**src/rtl/cpx_seq_pkg.sv**
```systemverilog
package cpx_seq_pkg;

   // sequencer phase
   typedef enum logic [1:0] {
      ST_IDLE  = 2'd0,
      ST_FETCH = 2'd1,
      ST_WAIT  = 2'd2
   } seq_state_e;

   // program-counter command
   typedef enum logic [1:0] {
      PC_HOLD  = 2'd0,
      PC_CLEAR = 2'd1,
      PC_STEP  = 2'd2
   } pc_op_e;

   function automatic int unsigned max_u(input int unsigned a, input int unsigned b);
      return (a > b) ? a : b;
   endfunction

endpackage

```
**src/rtl/cpx_seq_pc.sv**
```systemverilog
module cpx_seq_pc
   import cpx_seq_pkg::*;
#(
   parameter int PC_W = 12
) (
   input  logic            clk,
   input  logic            rst_n,
   input  pc_op_e          op_i,
   output logic [PC_W-1:0] pc_o,
   output logic            last_o
);

   localparam logic [PC_W-1:0] PC_TOP = {PC_W{1'b1}};

   logic [PC_W-1:0] pc_q;

   always_ff @(posedge clk or negedge rst_n) begin
      if (!rst_n) begin
         pc_q <= '0;
      end else begin
         unique case (op_i)
            PC_CLEAR: pc_q <= '0;
            PC_STEP:  pc_q <= pc_q + PC_W'(1);
            default:  pc_q <= pc_q;
         endcase
      end
   end

   assign pc_o   = pc_q;
   assign last_o = (pc_q == PC_TOP);

endmodule

```
**src/rtl/cpx_seq_addr.sv**
```systemverilog
module cpx_seq_addr #(
   parameter int RELOC_W    = 8,
   parameter int ALIGN_LOG2 = 10,
   parameter int PC_W       = 12,
   parameter bit WORD_ADDR  = 1'b0,
   parameter int ADDR_W     = 19
) (
   input  logic               clk,
   input  logic               rst_n,
   input  logic               load_i,
   input  logic [RELOC_W-1:0] reloc_i,
   input  logic [PC_W-1:0]    pc_i,
   output logic [ADDR_W-1:0]  addr_o
);

   logic [RELOC_W-1:0] reloc_q;
   logic [ADDR_W-1:0]  base_w;
   logic [ADDR_W-1:0]  offs_w;

   always_ff @(posedge clk or negedge rst_n) begin
      if (!rst_n) begin
         reloc_q <= '0;
      end else if (load_i) begin
         reloc_q <= reloc_i;
      end
   end

   generate
      if (WORD_ADDR) begin : g_word
         // one address step per 16-bit word
         assign base_w = ADDR_W'(reloc_q) << (ALIGN_LOG2 - 1);
         assign offs_w = ADDR_W'(pc_i);
      end else begin : g_byte
         // one address step per byte, two bytes per word
         assign base_w = ADDR_W'(reloc_q) << ALIGN_LOG2;
         assign offs_w = ADDR_W'(pc_i) << 1;
      end
   endgenerate

   assign addr_o = base_w + offs_w;

endmodule

```
**src/rtl/cpx_seq_fsm.sv**
```systemverilog
module cpx_seq_fsm
   import cpx_seq_pkg::*;
#(
   parameter int          INSTR_W = 16,
   parameter int          PC_W    = 12,
   parameter logic [15:0] HALT_OP = 16'h0000
) (
   input  logic               clk,
   input  logic               rst_n,
   input  logic               start_i,
   input  logic               cyc_end_i,
   input  logic               gnt_i,
   input  logic [INSTR_W-1:0] rdata_i,
   input  logic [PC_W-1:0]    pc_i,
   input  logic               pc_last_i,
   output pc_op_e             pc_op_o,
   output logic               load_base_o,
   output logic               req_o,
   output logic               busy_o,
   output logic               instr_valid_o,
   output logic [INSTR_W-1:0] instr_o,
   output logic [PC_W-1:0]    instr_pc_o,
   output logic               halt_o,
   output logic               overrun_o
);

   localparam logic [INSTR_W-1:0] HALT_W = INSTR_W'(HALT_OP);

   seq_state_e state_q, state_d;
   pc_op_e     pc_op;
   logic       emit, saw_halt, ran_off, abort, ovr_set;
   logic       busy;

   assign busy  = (state_q != ST_IDLE);
   assign abort = cyc_end_i && busy;

   always_comb begin
      state_d  = state_q;
      pc_op    = PC_HOLD;
      emit     = 1'b0;
      saw_halt = 1'b0;
      ran_off  = 1'b0;
      unique case (state_q)
         ST_FETCH: begin
            if (gnt_i) state_d = ST_WAIT;
         end
         ST_WAIT: begin
            if (rdata_i == HALT_W) begin
               saw_halt = 1'b1;
               state_d  = ST_IDLE;
            end else begin
               emit  = 1'b1;
               pc_op = PC_STEP;
               if (pc_last_i) begin
                  ran_off = 1'b1;
                  state_d = ST_IDLE;
               end else begin
                  state_d = ST_FETCH;
               end
            end
         end
         default: state_d = ST_IDLE;
      endcase
      // a new pass or an expired cycle cancels the step in progress
      if (start_i) begin
         state_d  = ST_FETCH;
         pc_op    = PC_CLEAR;
         emit     = 1'b0;
         saw_halt = 1'b0;
         ran_off  = 1'b0;
      end else if (abort) begin
         state_d  = ST_IDLE;
         pc_op    = PC_HOLD;
         emit     = 1'b0;
         saw_halt = 1'b0;
         ran_off  = 1'b0;
      end
   end

   assign ovr_set = abort || ran_off;

   always_ff @(posedge clk or negedge rst_n) begin
      if (!rst_n) begin
         state_q       <= ST_IDLE;
         instr_valid_o <= 1'b0;
         instr_o       <= '0;
         instr_pc_o    <= '0;
         halt_o        <= 1'b0;
         overrun_o     <= 1'b0;
      end else begin
         state_q       <= state_d;
         instr_valid_o <= emit;
         halt_o        <= saw_halt;
         overrun_o     <= overrun_o || ovr_set;
         if (emit) begin
            instr_o    <= rdata_i;
            instr_pc_o <= pc_i;
         end
      end
   end

   assign pc_op_o     = pc_op;
   assign load_base_o = start_i;
   assign req_o       = (state_q == ST_FETCH);
   assign busy_o      = busy;

endmodule

```
**src/rtl/cpx_pass_sequencer.sv**
```systemverilog
module cpx_pass_sequencer
   import cpx_seq_pkg::*;
#(
   parameter int          RELOC_W    = 8,
   parameter int          ALIGN_LOG2 = 10,
   parameter int          PC_W       = 12,
   parameter int          INSTR_W    = 16,
   parameter bit          WORD_ADDR  = 1'b0,
   parameter logic [15:0] HALT_OP    = 16'h0000,
   parameter int          ADDR_W     = int'(max_u(RELOC_W + ALIGN_LOG2, PC_W + 1)) + 1
                                       - (WORD_ADDR ? 1 : 0)
) (
   input  logic               clk,
   input  logic               rst_n,
   input  logic [RELOC_W-1:0] reloc_i,
   input  logic               mux_s0_i,
   input  logic               cycle_end_i,
   input  logic               fl_gnt_i,
   output logic               fl_req_o,
   output logic [ADDR_W-1:0]  fl_addr_o,
   input  logic [INSTR_W-1:0] fl_rdata_i,
   output logic               instr_valid_o,
   output logic [INSTR_W-1:0] instr_o,
   output logic [PC_W-1:0]    instr_pc_o,
   output logic               halt_o,
   output logic               busy_o,
   output logic               overrun_o
);

   localparam int NEED_W = int'(max_u(RELOC_W + ALIGN_LOG2, PC_W + 1)) + 1
                           - (WORD_ADDR ? 1 : 0);

   generate
      if (RELOC_W < 1 || PC_W < 1) begin : g_bad_width
         $error("cpx_pass_sequencer: RELOC_W and PC_W must be positive");
      end
      if (ALIGN_LOG2 < 1) begin : g_bad_align
         $error("cpx_pass_sequencer: ALIGN_LOG2 must be at least 1");
      end
      if (INSTR_W < 1 || INSTR_W > 16) begin : g_bad_instr
         $error("cpx_pass_sequencer: INSTR_W must be 1..16");
      end
      if (ADDR_W < NEED_W) begin : g_bad_addr
         $error("cpx_pass_sequencer: ADDR_W too narrow for window plus offset");
      end
   endgenerate

   pc_op_e          pc_op;
   logic [PC_W-1:0] pc;
   logic            pc_last;
   logic            load_base;

   cpx_seq_pc #(
      .PC_W (PC_W)
   ) u_pc (
      .clk    (clk),
      .rst_n  (rst_n),
      .op_i   (pc_op),
      .pc_o   (pc),
      .last_o (pc_last)
   );

   cpx_seq_addr #(
      .RELOC_W    (RELOC_W),
      .ALIGN_LOG2 (ALIGN_LOG2),
      .PC_W       (PC_W),
      .WORD_ADDR  (WORD_ADDR),
      .ADDR_W     (ADDR_W)
   ) u_addr (
      .clk     (clk),
      .rst_n   (rst_n),
      .load_i  (load_base),
      .reloc_i (reloc_i),
      .pc_i    (pc),
      .addr_o  (fl_addr_o)
   );

   cpx_seq_fsm #(
      .INSTR_W (INSTR_W),
      .PC_W    (PC_W),
      .HALT_OP (HALT_OP)
   ) u_fsm (
      .clk           (clk),
      .rst_n         (rst_n),
      .start_i       (mux_s0_i),
      .cyc_end_i     (cycle_end_i),
      .gnt_i         (fl_gnt_i),
      .rdata_i       (fl_rdata_i),
      .pc_i          (pc),
      .pc_last_i     (pc_last),
      .pc_op_o       (pc_op),
      .load_base_o   (load_base),
      .req_o         (fl_req_o),
      .busy_o        (busy_o),
      .instr_valid_o (instr_valid_o),
      .instr_o       (instr_o),
      .instr_pc_o    (instr_pc_o),
      .halt_o        (halt_o),
      .overrun_o     (overrun_o)
   );

endmodule

```
**config.mk**
```make
export PLATFORM = sky130hd
export DESIGN_NAME = cpx_pass_sequencer
export DESIGN_NICKNAME = d
export VERILOG_FILES = /design/src/rtl/cpx_seq_pkg.sv /design/src/rtl/cpx_seq_pc.sv /design/src/rtl/cpx_seq_addr.sv /design/src/rtl/cpx_seq_fsm.sv /design/src/rtl/cpx_pass_sequencer.sv
export SDC_FILE = /design/constraint.sdc
export NUM_CORES = 1
export LEC_CHECK = 0
export ABC_CLOCK_PERIOD_IN_PS = 4830
export CAP_MARGIN = 40
export CORE_MARGIN = 10
export CORE_UTILIZATION = 55
export CTS_BUF_LIST = sky130_fd_sc_hd__clkbuf_8 sky130_fd_sc_hd__clkbuf_16
export CTS_CLUSTER_SIZE = 8
export DETAILED_ROUTE_END_ITERATION = 12
export DONT_BUFFER_PORTS = 1
export PLACE_DENSITY = 0.7
export SLEW_MARGIN = 10
export SYNTH_ARGS = -nofsm -noshare
export SYNTH_HDL_FRONTEND = slang
export SYNTH_HIERARCHICAL = 1
export SYNTH_SLANG_ARGS = --single-unit
```
**constraint.sdc**
```tcl
create_clock -name clk -period 4.83 [get_ports clk]
set_clock_uncertainty 0.2 [all_clocks]
set_input_delay 0.2415 -clock clk [delete_from_list [all_inputs] [get_ports clk]]
set_output_delay 0.2415 -clock clk [all_outputs]
set_load 0.02 [all_outputs]
```
==> results of run 1 <==
-- stage by stage --
step           hold WS, ns  utilization [%]  power, mW  instances  worst slack, ns
2_1_floorplan       -0.254                -      0.577        199             1.95
3_3_place_gp        -0.252             55.8      0.586        232             1.50
3_5_place_dp        -0.252             56.1      0.589        233             1.75
4_1_cts            0.00261             65.1      0.851        271             1.49
5_1_grt             0.0475             65.1      0.878        271             1.32
6_report            0.0155             65.1      0.846        271             1.46
-- power by group --
part	leakage [nW]	internal (mW)	switching (mW)
Sequential	0.704	0.469	0.0473
Clock	0.0519	0.0970	0.135
Combinational	0.606	0.0529	0.0453
-- how the worst min path moves through the flow --
stage | to | slack [ns] | cells past startpoint
floorplan | u_addr/reloc_q[0]$_DFFE_PN0P_ | -0.25 | 0
global placement | u_fsm/instr_o[5]$_DFFE_PN0P_ | -0.25 | 0
detailed placement | u_fsm/instr_o[5]$_DFFE_PN0P_ | -0.25 | 0
CTS | u_fsm/halt_o$_DFF_PN0_ | 0.003 | 3
global route | u_fsm/halt_o$_DFF_PN0_ | 0.05 | 3
finish | u_fsm/halt_o$_DFF_PN0_ | 0.02 | 3
-- registers in the layout, indices dropped and copies added, names as in the netlist --
register	cells
u_fsm/instr_pc_o	12
u_fsm/instr_valid_o	1
u_addr/reloc_q	8
u_fsm/state_q	2
u_fsm/instr_o	16
u_pc/pc_o	12
u_fsm/halt_o	1
u_fsm/overrun_o	1
-- layer usage --
layer	up-vias	part of all wire [%]
li1	741	-
met1	797	37
met2	58	51
met3	6	10
met4	0	0.93
met5	-	0
-- cell families after synthesis --
logic type      Yosys count
xor+xnor                  8
flops                    53
simple gates             47
other cells               1
compound gates           24
mux                      36
fa+ha+maj                 6
buf+inv                  24
-- cells in the mapped netlist (all sizes together) --
cell     n
dfrtp   53
mux2    36
buf     18
a21oi   11
nand2    8
xor2     8
o21ai    7
ha       5
inv      5
nand3    4
nand4    4
nor2     4
nor4     4
o31ai    4
or4      4
nand2b   3
or3      3
nand4b   2
nor2b    2
nor4b    2
a221o    1
and3     1
clkbuf   1
conb     1
fa       1
nand3b   1
nor3     1
nor3b    1
o311ai   1
or2      1
or2b     1
or4b     1
-- layout make-up --
| cell class | instances | share of cell area, % |
|---|---|---|
| clock buffers | 5 | 2.39 |
| multi-input cells | 122 | 36.4 |
| flip-flops and latches | 53 | 46.1 |
| clock inverters | 3 | 0.392 |
| inverters | 5 | 0.914 |
| repair buffers | 31 | 11.4 |
| well taps | 52 | 2.26 |
-- worst max-delay path, cell delays in order --
cell and delay, ns:
dlygate4sd3_1 0.72, or4b_4 0.55, nand2b_1 0.39, inv_8 0.25, ha_1 0.33, nand3b_1 0.29, or4_1 0.44, a21oi_1 0.16
-- repair_timing --
| action | CTS | global route |
|---|---|---|
| hold buffers | 30 | 0 |
| gates resized for setup | 0 | 0 |
| setup buffers | 0 | 0 |
| hold endpoints to repair | 81 | 0 |
| endpoints found under the setup margin | 0 | 0 |
==> metrics.md, run 1 <==
| Metric | Value |
|---|---|
| Synthesized area per cell | `12.9 µm²` |
| CP endpoint kind | `register` |
| Synth Area in Adders | `about 3.2%` |
| #FFs+latches synth | `53` |
| Vias in the first global route | `~1600` |
| Multi-input gate area | `0.00105 mm²` |
| Layout cells sized above 1 | `between 20% and 30%` |
| Wire per inst | `21.8 µm` |
| Initial antenna violation count | `0` |
| Synth area leaders | `dfrtp_1 (52%), mux2_2 (11%), mux2_4 (5.9%)` |
| R2R depth | `7` |
| Multiplexer area fraction after synthesis | `around 17%` |
| Total grt overflow | `0` |
| Initial Util | `57.9%` |
| Post-DP Area | `0.00248 mm²` |
| Setup_tns | `0 ns` |
| Num ports | `a little over 80` |
| Final RePlAce weighted congestion | `between 0.7 and 0.8` |
| Synth cell types | `41` |
| Via count | `1602` |
| Yosys top cell area share | `approximately half` |
| Wire length of the first global-routing pass | `9120 µm` |
| Drt first pass iters | `4` |
| Vias per cell | `5.91` |
| CTS sink cnt | `53` |
| Largest net degree at the start of global routing | `54` |
| Most frequent cells in the layout | `dfrtp_1 (53), dlygate4sd3_1 (29), mux2_2 (25)` |
| Bufs on Longest Clock Path | `2` |
| Area Overhead vs Synth | `12.4%` |
| RSZ-0062 raised after global routing | `no` |
| Core Region | `around 0.0044 mm²` |
| DRT iter0 DRCs | `63` |
| # port buffers | `0` |
| Compound-Gate Fraction of Synth Area | `5.63%` |
| Tot GR Track Use | `between 15 and 20%` |
| Final max-slew violation count | `0` |
| Period utilization | `a little over two thirds` |
| Worst Path Required | `roughly 4.9 ns` |
| Grt met3 use | `7.06%` |
| Max H-tree Level | `2` |
| Largest family of logic cells by synthesized area | `multiplexers` |
| Worst hold path type | `in -> reg` |
| Crit path from | `mux_s0_i` |
| Die Area | `slightly below 0.008 mm²` |
| Crit Path Max Fanout | `17` |
| Fillers | `334` |
| FF-to-FF End | `u_pc/pc_o[10]$_DFFE_PN0P_` |
| Reg2reg setup slack | `between 1.5 and 2 ns` |
| CP Launch Type | `primary input` |
| WS Path Type | `in -> reg` |
| Pwr/cell area | `294 mW/mm²` |
| M1 GR Usage | `around 15%` |
| Post-Syn Nets | `about 230` |
| Synth Cell Area | `roughly 0.0026 mm²` |
| Post-synthesis simple-gate area fraction | `a little under an eighth` |
| CTS buffer count | `5` |
| Gate Count Post-Synth | `between 150 and 200` |
| Met2 GRT Util | `roughly a quarter` |
| Maxcap violations | `0` |
| Most common cell after layout, fill and taps aside | `dfrtp_1` |
| Design area | `between 0.002 and 0.003 mm²` |
| Post-Synth XOR/XNOR Area | `under 10%` |
| Sequential fraction of the synthesis area | `between 50 and 60%` |
| Num rows | `24` |
| Clock transition at path regs | `~0.090 ns` |
| Post-route ant nets | `0` |
| Max transition margin | `between 60% and 70%` |
| FF/Latch Area | `~0.0013 mm²` |
| Worst VDD drop | `0.125 mV` |
| Static Leak | `1.36 nW` |
| Chip width | `88.2 µm` |
| Half-perimeter wire length after detailed placement | `3990 µm` |
| CTS tree | `built` |
| Crit path capture | `u_pc/pc_o[10]$_DFFE_PN0P_` |
| Synth area leader | `dfrtp_1` |
| Setup violators final | `0` |
| Global route hottest layer | `met2` |
| Synth warn | `6` |
| Crit path DAT | `3.40 ns` |
| Antenna diode count | `0` |
| Worst skew pair latency | `about 0.3 ns` |
| Period minus WS final | `approximately 3.4 ns` |
| HP Start | `fl_rdata_i[8]` |
| FMAX | `a little under 0.3 GHz` |
| Final hold vios | `0` |
| CTS root buf | `clkbuf_8` |
| Final WL | `slightly below 6000 µm` |
| Least-Margin Pin Slew | `approximately 0.55 ns` |
| Outcome | `complete, no violations` |
| Final net count | `253` |
| DRC | `0` |
| Worst r2r src | `u_fsm/state_q[0]$_DFFE_PN0P_` |
| Die Y | `between 80 and 90 µm` |
Power figures use the tool's default switching activity.
==> run 2: changes to the inputs <==
Settings changed: ABC_CLOCK_PERIOD_IN_PS 4830 to 2800, PLACE_DENSITY 0.7 to 0.73.
Clock period 4.83 ns to 2.8 ns, I/O delays scaled along.
==> metrics.md, run 2 (same netlist as run 1, synthesis figures left out) <==
| Metric | Value |
|---|---|
| Antenna diode count | `0` |
| Multi-input gate area | `approximately 0.0011 mm²` |
| Worst hold path type | `in -> async` |
| Wire per inst | `~21 µm` |
| Final RePlAce weighted congestion | `around 0.76` |
| Clk pwr share | `around 28%` |
| DP Cell Count | `233` |
| Final max-slew violation count | `0` |
| Biggest register | `u_fsm/instr_o` |
| CTS buffer count | `5` |
| Post-DP Area | `around 0.0025 mm²` |
| Top sig layer | `met4` |
| Layout cells sized above 1 | `a little under a quarter` |
| Area Overhead vs Synth | `18.2%` |
| CP endpoint kind | `register` |
| Crit-path max cell delay | `~0.6 ns` |
| Seq pwr share | `between 50 and 60%` |
| Outcome | `complete, no violations` |
| FF/Latch Area | `around 0.0013 mm²` |
| Crit Path Max Fanout | `17` |
| Max transition margin | `between 50% and 60%` |
| Metal-1 WL | `roughly 2100 µm` |
| Vias in the first global route | `1775` |
| Crit path max-delay cell type | `dlygate4sd3_1` |
| Setup violators final | `0` |
| Fillers | `approximately 330` |
| Crit path from | `cycle_end_i` |
| Number of setup buffers added after CTS | `0` |
| Pwr/cell area | `493 mW/mm²` |
| Design area | `between 0.003 and 0.004 mm²` |
| Most frequent cells in the layout | `dfrtp_1 (53), dlygate4sd3_1 (41), mux2_2 (25)` |
| Layout Cells excl Fill | `283` |
| Num ports | `between 80 and 90` |
| Tot GR Track Use | `approximately 16%` |
| Routed wl met2 | `3240 µm` |
| CP Launch Type | `primary input` |
| Via count | `approximately 1600` |
| CP Buf/Inv Count | `2` |
| Period minus WS final | `2.74 ns` |
| Largest net degree at the start of global routing | `54` |
| Final net count | `265` |
| Reg2reg setup slack | `0.13 ns` |
| Worst skew pair latency | `0.30 ns` |
| FMAX | `between 0.3 and 0.4 GHz` |
| WS Path Type | `in -> reg` |
| Least-Margin Pin Slew | `about 0.6 ns` |
| Initial Util | `between 50% and 60%` |
| Comb power frac | `about an eighth` |
| Largest delay share family, worst path | `simple AND/OR/NAND/NOR gates` |
| Chip width | `around 90 µm` |
| DRT iter0 DRCs | `slightly above 80` |
| Wire length of the first global-routing pass | `slightly below 10000 µm` |
| Worst Path Required | `about 2.8 ns` |
| CTS sink cnt | `53` |
| Worst r2r src | `u_fsm/state_q[0]$_DFFE_PN0P_` |
| Post-route ant nets | `0` |
| Drt first pass iters | `6` |
| Final hold vios | `0` |
| Most common cell after layout, fill and taps aside | `dfrtp_1` |
| Worst VDD drop | `0.274 mV` |
| Final WL | `roughly 6000 µm` |
| Psw | `just under 400 µW` |
| Internal | `roughly 1.1 mW` |
| Half-perimeter wire length after detailed placement | `~4000 µm` |
| Bufs on Longest Clock Path | `2` |
| Die Y | `between 80 and 90 µm` |
| Static Leak | `approximately 1.4 nW` |
| Crit-path cells | `dlygate4sd3_1 -> or4b_4 -> nand2b_4 -> inv_8 -> ha_4 -> nand3b_1 -> or4_1 -> a21oi_1` |
| DRC | `0` |
| Num rows | `24` |
| Switching Share | `approximately a quarter` |
| CTS root buf | `clkbuf_8` |
| # port buffers | `0` |
| Maxcap violations | `0` |
| Initial antenna violation count | `0` |
| Max H-tree Level | `2` |
| Clock transition at path regs | `~0.090 ns` |
| Core Region | `0.00441 mm²` |
| RSZ-0062 raised after global routing | `no` |
| Crit path DAT | `between 2 and 3 ns` |
| Total grt overflow | `0` |
| Metal3 WL | `530 µm` |
| CTS tree | `built` |
| Period utilization | `97.8%` |
| R2R depth | `7` |
| Die Area | `roughly 0.0078 mm²` |
| FF-to-FF End | `u_pc/pc_o[10]$_DFFE_PN0P_` |
| Vias per cell | `5.83` |
| Flip-flop count of the largest register after layout | `16` |
## run 2: timing repair
action,4_1_cts,5_1_grt
gates resized for setup,0,1
endpoints found under the setup margin,0,1
hold buffers,42,0
endpoints found under the hold margin,83,0
## run 2: worst max-delay path by stage
stage	to	slack, ns	cells past startpoint
after CTS	u_pc/pc_o[10]$_DFFE_PN0P_	0.08	8
after floorplan	u_pc/pc_o[10]$_DFFE_PN0P_	-0.004	11
after global placement	u_pc/pc_o[10]$_DFFE_PN0P_	0.28	7
final	u_pc/pc_o[10]$_DFFE_PN0P_	0.06	8
after global routing	u_pc/pc_o[8]$_DFFE_PN0P_	0.02	8
after detailed placement	u_pc/pc_o[10]$_DFFE_PN0P_	0.18	7
## run 2: worst reg2reg max path: cells and delay by family (launching register included)
family                   cells  cell delay, ns
adder cells (fa/ha/maj)      1            0.24
buffers and inverters        1            0.14
AO/OA/AOI/OAI                1            0.13
AND/OR/NAND/NOR              4            1.48
flip-flops                   1            0.41
## run 2: layer usage
metal  vias up  track usage (%)
met2        57             27.9
met4         0             4.71
met3         8             5.94
met5         -                0
li1        761                -
met1       823             17.5
## run 2: layout make-up
type                            count  area share, %
Sequential cell                    53           43.9
Clock buffer                        5           2.28
Inverter                            5          0.870
Timing Repair Buffer               43           14.7
Tap cell                           52           2.15
Clock inverter                      3          0.580
Multi-Input combinational cell    122           35.5
## run 2: power groups by stage
stage | Combinational, mW | Clock, mW | Sequential (mW)
6_report | 0.185 | 0.413 | 0.891
5_1_grt | 0.202 | 0.453 | 0.896
4_1_cts | 0.185 | 0.428 | 0.892
3_5_place_dp | 0.112 | 0 | 0.907
3_3_place_gp | 0.108 | 0 | 0.904
2_1_floorplan | 0.107 | 0 | 0.892
## run 2: stage by stage
stage | setup WS, ns | setup TNS (ns) | utilization [%] | hold slack (ns) | total power [mW]
6_report | 0.0615 | 0 | 68.5 | 0.148 | 1.49
3_5_place_dp | 0.181 | 0 | 56.5 | -0.354 | 1.02
2_1_floorplan | -0.00417 | -0.00417 | - | -0.356 | 0.999
4_1_cts | 0.0776 | 0 | 68.3 | 0.136 | 1.51
3_3_place_gp | 0.282 | 0 | 56.5 | -0.354 | 1.01
5_1_grt | 0.0197 | 0 | 68.5 | 0.168 | 1.55
